$ cat src/rtl/mac_unit.sv
module mac_unit #(
  parameter int ID_W      = 4,
  parameter int HALF_OCC  = 1,
  parameter int WORD_OCC  = 2,
  parameter int LONG_OCC  = 3,
  parameter int HALF_LAT  = 3,
  parameter int WORD_LAT  = 3,
  parameter int LO_LAT    = 4,
  parameter int HI_LAT    = 5
) (
  input  logic            clk,
  input  logic            rst_n,
  input  logic            req_valid,
  output logic            req_ready,
  input  logic [1:0]      req_op,
  input  logic            req_signed,
  input  logic [ID_W-1:0] req_id,
  input  logic [31:0]     req_a,
  input  logic [31:0]     req_b,
  output logic            busy,
  output logic            lo_valid,
  output logic [ID_W-1:0] lo_id,
  output logic [31:0]     lo_data,
  output logic            hi_valid,
  output logic [ID_W-1:0] hi_id,
  output logic [31:0]     hi_data
);
  localparam int HALF_D = HALF_OCC - 1 + HALF_LAT;
  localparam int WORD_D = WORD_OCC - 1 + WORD_LAT;
  localparam int LO_D   = LONG_OCC - 1 + LO_LAT;
  localparam int HI_D   = LONG_OCC - 1 + HI_LAT;
  localparam int DEPTH  = HI_D + 1;
  localparam int CW     = $clog2(LONG_OCC + 1);

  logic [CW-1:0]   occ_cnt;
  logic [DEPTH-1:0] lo_v, hi_v;
  logic [31:0]     lo_d [DEPTH];
  logic [31:0]     hi_d [DEPTH];
  logic [ID_W-1:0] lo_t [DEPTH];
  logic [ID_W-1:0] hi_t [DEPTH];

  wire is_half = (req_op == 2'b00);
  wire is_word = (req_op == 2'b01);
  wire is_long = req_op[1];

  int dlo;
  always_comb begin
    if (is_half)      dlo = HALF_D;
    else if (is_word) dlo = WORD_D;
    else              dlo = LO_D;
  end

  assign busy      = (occ_cnt != '0);
  assign req_ready = !busy && !lo_v[dlo];
  wire   fire      = req_valid && req_ready;

  function automatic logic [63:0] shift_add(input logic [31:0] x, input logic [31:0] y);
    logic [63:0] acc;
    acc = '0;
    for (int i = 0; i < 32; i++)
      acc = acc + (y[i] ? ({32'b0, x} << i) : 64'b0);
    return acc;
  endfunction

  wire [31:0] op_a = is_half ? {{16{req_a[15]}}, req_a[15:0]} : req_a;
  wire [31:0] op_b = is_half ? {{16{req_b[15]}}, req_b[15:0]} : req_b;
  wire        sgn  = is_half || (is_long && req_signed);
  wire        neg_a = sgn && op_a[31];
  wire        neg_b = sgn && op_b[31];
  wire [31:0] mag_a = neg_a ? (~op_a + 32'd1) : op_a;
  wire [31:0] mag_b = neg_b ? (~op_b + 32'd1) : op_b;
  wire [63:0] mag_p = shift_add(mag_a, mag_b);
  wire [63:0] prod  = (neg_a ^ neg_b) ? (~mag_p + 64'd1) : mag_p;

  always_ff @(posedge clk) begin
    if (!rst_n) begin
      occ_cnt <= '0;
      lo_v    <= '0;
      hi_v    <= '0;
    end else begin
      lo_v <= lo_v >> 1;
      hi_v <= hi_v >> 1;
      if (fire) begin
        lo_v[dlo-1] <= 1'b1;
        if (is_long) hi_v[HI_D-1] <= 1'b1;
        occ_cnt <= is_half ? CW'(HALF_OCC - 1) : is_word ? CW'(WORD_OCC - 1) : CW'(LONG_OCC - 1);
      end else if (busy) begin
        occ_cnt <= occ_cnt - 1'b1;
      end
    end
  end

  always_ff @(posedge clk) begin
    for (int k = 0; k < DEPTH - 1; k++) begin
      lo_d[k] <= lo_d[k+1];
      lo_t[k] <= lo_t[k+1];
      hi_d[k] <= hi_d[k+1];
      hi_t[k] <= hi_t[k+1];
    end
    lo_d[DEPTH-1] <= '0;
    lo_t[DEPTH-1] <= '0;
    hi_d[DEPTH-1] <= '0;
    hi_t[DEPTH-1] <= '0;
    if (fire) begin
      lo_d[dlo-1] <= prod[31:0];
      lo_t[dlo-1] <= req_id;
      if (is_long) begin
        hi_d[HI_D-1] <= prod[63:32];
        hi_t[HI_D-1] <= req_id;
      end
    end
  end

  assign lo_valid = lo_v[0];
  assign lo_data  = lo_d[0];
  assign lo_id    = lo_t[0];
  assign hi_valid = hi_v[0];
  assign hi_data  = hi_d[0];
  assign hi_id    = hi_t[0];

  assert_busy_blocks_R6: assert property (@(posedge clk) disable iff (!rst_n)
    busy |-> !req_ready);
  assert_half_latency_R2: assert property (@(posedge clk) disable iff (!rst_n)
    (req_valid && req_ready && req_op == 2'b00) |-> ##3 lo_valid);
  assert_word_occupancy_R3: assert property (@(posedge clk) disable iff (!rst_n)
    (req_valid && req_ready && req_op == 2'b01) |=> busy ##1 !busy);
  assert_long_occupancy_R4: assert property (@(posedge clk) disable iff (!rst_n)
    (req_valid && req_ready && req_op[1]) |=> busy ##1 busy ##1 !busy);
  assert_hi_follows_lo_R4: assert property (@(posedge clk) disable iff (!rst_n)
    hi_valid |-> ($past(lo_valid) && hi_id == $past(lo_id)));
endmodule

$ cat config.mk
export PLATFORM = sky130hd
export DESIGN_NAME = mac_unit
export DESIGN_NICKNAME = d
export VERILOG_FILES = /design/src/rtl/mac_unit.sv
export SDC_FILE = /design/constraint.sdc
export NUM_CORES = 2
export LEC_CHECK = 0
export ABC_CLOCK_PERIOD_IN_PS = 17300
export BUFFER_PORTS_ARGS = -buffer_cell sky130_fd_sc_hd__buf_4
export CAP_MARGIN = 20
export CELL_PAD_IN_SITES_DETAIL_PLACEMENT = 1
export CELL_PAD_IN_SITES_GLOBAL_PLACEMENT = 2
export CORE_ASPECT_RATIO = 2
export CORE_UTILIZATION = 40
export DETAILED_ROUTE_END_ITERATION = 10
export GPL_ROUTABILITY_DRIVEN = 0
export GPL_TIMING_DRIVEN = 0
export PLACE_DENSITY = 0.76
export SKIP_CTS_REPAIR_TIMING = 1
export SYNTH_ARGS = -nofsm -noshare
export SYNTH_HDL_FRONTEND = slang
export SYNTH_SLANG_ARGS = --single-unit
$ cat constraint.sdc
create_clock -name clk -period 17.3 [get_ports clk]
set_input_delay 1.73 -clock clk [delete_from_list [all_inputs] [get_ports clk]]
set_output_delay 1.73 -clock clk [all_outputs]
set_load 0.01 [all_outputs]
; ---- Word level (Yosys, flattened, before mapping)
; Memories as Yosys holds them, arrays and structs flattened.
; Index checks and enable logic that the tools add are counted.
[classes]
add_sub_neg = 36
magnitude_cmp = 3
eq_ne = 1
n_mux = 58
bitwise = 7
n_reduce_logical = 13
[ops]
columns = op, n
row1 = 32-bit two-way mux, 7
row2 = 32-bit by 1-bit adder with 32-bit output (second input constant), 2
row3 = 63-bit by 63-bit adder with 64-bit output, 1
row4 = 64-bit by 1-bit adder with 64-bit output (second input constant), 1
row5 = 32-bit by 5-bit less-than comparator with 1-bit output (second input constant), 2
row6 = 64-bit two-way mux, 1
row7 = 32-bit inverter, 2
row8 = 64-bit inverter, 1
row9 = 62-bit by 62-bit adder with 63-bit output, 1
row10 = 63-bit two-way mux, 1
row11 = 61-bit by 61-bit adder with 62-bit output, 1
row12 = 62-bit two-way mux, 1
row13 = 60-bit by 60-bit adder with 61-bit output, 1
row14 = 61-bit two-way mux, 1
row15 = 59-bit by 59-bit adder with 60-bit output, 1
row16 = 60-bit two-way mux, 1
row17 = 58-bit by 58-bit adder with 59-bit output, 1
row18 = 59-bit two-way mux, 1
row19 = 57-bit by 57-bit adder with 58-bit output, 1
row20 = 58-bit two-way mux, 1
row21 = 56-bit by 56-bit adder with 57-bit output, 1
row22 = 57-bit two-way mux, 1
row23 = 55-bit by 55-bit adder with 56-bit output, 1
row24 = 56-bit two-way mux, 1
row25 = 64 further kinds, 85
[word_totals]
register_bits = 18
ram_bits = 576
in_bits = 74
out_inout_bits = 76
elab_cells = 127
mem_count = 4
[memory_table]
columns = memory, words, word_bits, read_ports, rd_clocked_by_memory_dff, wr, line
row1 = hi_d, 8, 32, 8, 0, 8, 38  ; logic [31:0] hi_d [DEPTH];
row2 = lo_d, 8, 32, 8, 0, 9, 37  ; logic [31:0] lo_d [DEPTH];
row3 = hi_t, 8, 4, 8, 0, 8, 40  ; logic [ID_W-1:0] hi_t [DEPTH];
row4 = lo_t, 8, 4, 8, 0, 9, 39  ; logic [ID_W-1:0] lo_t [DEPTH];

; ---- Longest topological paths before layout
[logic_depth]
ltp_word = 41
mapped_depth = 42
depth_no_buf = 37

; ---- Least setup slack after synthesis
; Ideal clock, no wire load.
[synth_timing]
path_kind = input port to flip-flop
start = input port req_b[0]
end = memory hi_d[6][28], in the netlist hi_d[1][92]
setup_ns = 0.072
arrival_ns = 12.071
t_required_ns = 17.228
slack_ns = 5.158
path_stages = 40
path_buffers = 5
cell_sequence = clkbuf_1 inv_1 clkbuf_1 ha_1 nand3_1 nor2_1 a21oi_1 a21oi_1 o21a_1 a31oi_1 xnor2_1 nor2_1 clkbuf_1 nand2_1 fa_1 inv_1 fa_1 fa_1 [... 4 more ...] fa_1 fa_1 inv_1 fa_1 inv_1 ha_1 clkbuf_1 a21oi_1 o21bai_1 a221o_1 o41a_1 a222oi_1 nand4_1 or4b_4 buf_6 or3_4 o31ai_1 mux2i_1
[synth_rtl]
columns = item, line
row1 = "start, declared", 19  ; input logic [31:0] req_b,
row2 = "end, declared", 38

==> results.md <==
- Post-Synthesis Cells: approximately 5.4k
- Most frequent CP cell: fa_1
- Arr. time, crit path: approximately 16,000 ps
- Met2 track demand over resource: approximately three fifths
- Sequential area share after synthesis: 22.5%
- Largest net degree at the start of global routing: 22
- Pins Over Slew Limit: 0
- Number of CTS-inserted buffers: 36
- Routed Antenna Nets: 0
- Max Clock Freq: between 60 and 70 MHz
- Die area: roughly 130,000 um2
- Initial antenna violation count: 19
- Clock sink count: roughly 560
- Worst Setup SP: req_b[0]
- Final nets: approximately 6.9k
- # setup viols final: 0
- Tot GR Track Use: between 30% and 40%
- Crit path time final: 15,960 ps
- WHS Path Cells: 0
- Yosys reg bits: 557
- Status: finished clean
- Critical path's slowest cell: xor2_1
- P&R area growth vs syn: 10.8%
- Synth area leader: fa_1
- Max H-tree Level: 2
- Vias: 39.5k
- CP max stage delay: 980 ps
- Global route hottest layer: met2
- Crit path max fanout: 10
- DR DRC count: 0
- Area share of the largest cell type after synthesis: between 30% and 40%
- Grt met3 use: 6.06%
- Asr flop ratio synth: 0%
- Clk buf depth: 3
- Yosys cell types: just under 90
- Reg2reg end: lo_d[5][25]
- Reg2reg path depth: 9
- Core Region: 123,000 um2
- Worst min path class: reg -> reg
- I/O Buffers: ~150
- Area after DPL: between 50,000 and 60,000 um2
- Row Count: approximately 180
- Mapped Avg Cell Area: between 9 and 10 um2
- Layout Cells excl Fill: slightly above 7k
- Drt total wl: approximately 210,000 um
- Total grt overflow: 0
- Detail Placement HPWL: ~180,000 um
- Unrepaired setup endpoints after global routing: false
- Post-synth EDFFs: 0
- Req. time, crit path: roughly 18,000 ps
- Fin. Hold Viols: 0
- Hold path start: hi_d[1][38]
- First-pass GRT wire length: 296,000 um
- Critical Path Start Type: input port
- Share of cells above drive strength 1: just under 7%
- Height of the chip: roughly 500 um
- Synth warn: 0
- Final setup TNS: 0 ps
- Synth area leaders: fa_1 36%, dfxtp_1 22%, nand2_1 7.1%
- CTS tree: built
- Root Driver: clkbuf_16
- Worst slew pin tran: ~1300 ps
- Skew-Pair Late Insertion Delay: about 560 ps
- # IOs: 150
- Final Skew: approximately 24 ps
- Fin area: between 50,000 and 60,000 um2
- Initial core utilization: between 40% and 50%
- Chip Width: about 250 um
- Top FF cell, synth: dfxtp_1
- Met1 Track Usage GR: between 30% and 40%
- Critical path endpoint category: flop
- Placed Cells: 7,178
- Worst flop-to-flop path startpoint: lo_v[3]
- DRT iter0 DRCs: ~2.0k
- Max cap viols: 0
- Final Util: 44.7%
- Number of vias per cell: between 5 and 6
- Synth Cell Area: about 50,000 um2
- Hold EP: hi_d[1][6]
- Fill cells: around 14k
- Reg2reg setup slack: around 14,000 ps
- Rel. slew slack: a little over an eighth
- DRT Pass-1 Iters: 5
- Tcrit/Tclk final: just over 90%
- CTS clk-pin slew, worst paths: ~80 ps
- Setup CP Type: in -> reg
- Number of global-route vias before repair: around 44k
- DR WL/cell: approximately 28 um
-- cell type report --
class | instances | area (um2) | share of cell area, %
buffer | 435 | 1800 | 3.28
sequential | 557 | 11200 | 20.3
antenna | 11 | 27.5 | 0.0500
clock inverter | 17 | 190 | 0.346
tap | 1564 | 1960 | 3.56
timing repair buffer | 209 | 1880 | 3.42
inverter | 853 | 3200 | 5.82
multi-input combinational | 3578 | 33800 | 61.4
clock buffer | 48 | 1030 | 1.87
-- per-layer routing --
metal / vias up / part of all wire, %
li1: 16800 / -
met4: 14 / 13
met1: 20200 / 30
met2: 1575 / 51
met5: - / 0.042
met3: 843 / 5.9
-- cells in the mapped netlist (13+ instances only) --
master / n
a211oi_1: 13
a21o_1: 27
a21oi_1: 124
a31oi_1: 19
and2_1: 88
and3_1: 24
buf_4: 37
clkbuf_1: 381
dfxtp_1: 557
fa_1: 902
ha_1: 261
inv_1: 853
mux2_2: 13
nand2_1: 943
nand3_1: 21
nand4_1: 37
nor2_1: 376
nor3_1: 62
nor4_1: 21
o211ai_1: 14
o21a_1: 19
o21ai_0: 173
o31ai_1: 25
or2_2: 16
or3_1: 19
xnor2_1: 94
xor2_1: 77
-- placed cells by master (no fill, tap or decap), types with 21 or more instances in the layout --
master	count
nand2_1	943
fa_1	902
inv_1	853
dfxtp_1	557
clkbuf_1	385
nor2_1	375
ha_1	261
buf_4	197
o21ai_0	172
a21oi_1	124
and2_1	88
xnor2_1	79
xor2_1	73
nor3_1	62
nand4_1	37
clkbuf_16	37
conb_1	37
a21o_1	27
buf_8	27
o31ai_1	25
and3_1	24
nor4_1	21
nand3_1	21
buf_6	21
-- worst max-delay path, delay by kind of cell --
| kind | cells | cell delay, ps |
|---|---|---|
| AO/OA/AOI/OAI | 10 | 3120 |
| AND/OR/NAND/NOR | 7 | 2120 |
| adder cells (fa/ha/maj) | 10 | 4790 |
| multiplexers | 1 | 270 |
| XOR/XNOR | 1 | 980 |
| buffers and inverters | 9 | 3360 |
-- per-stage QoR --
step	hold slack, ps	worst slack (ps)
floorplan	310	5160
global placement	310	855
detailed placement	313	1140
CTS	326	1690
global route	331	1040
finish	325	1340
-- worst max-delay path by stage --
stage / slack [ps] / end
after global routing: 1040 / hi_d[1][92]
after CTS: 1690 / hi_d[1][92]
after detailed placement: 1140 / hi_d[1][92]
after global placement: 860 / hi_d[1][93]
final: 1340 / hi_d[1][92]
after floorplan: 5160 / hi_d[1][92]
-- registers in the layout, summed over array words and instances, names as in the netlist --
| signal | flops |
|---|---|
| hi_t | 28 |
| lo_v | 8 |
| hi_v | 7 |
| lo_t | 32 |
| occ_cnt | 2 |
| hi_d | 224 |
| lo_d | 256 |
-- kinds of logic (layout without fill, tap and decap cells) --
| family | Yosys count | count (layout) | synth area share (%) |
|---|---|---|---|
| buffers and inverters | 1288 | 1562 | 10.1 |
| XOR/XNOR | 171 | 171 | 3.02 |
| AO/OA/AOI/OAI | 536 | 536 | 6.92 |
| flip-flops | 557 | 557 | 22.5 |
| other | 1 | 48 | 0.00756 |
| multiplexers | 25 | 25 | 0.537 |
| adder cells (fa/ha/maj) | 1163 | 1163 | 43.0 |
| AND/OR/NAND/NOR | 1646 | 1646 | 14.0 |
Power is left out: the tool's default activity adds up to more than one toggle a clock period on the data nets, which glitch-free logic cannot reach.
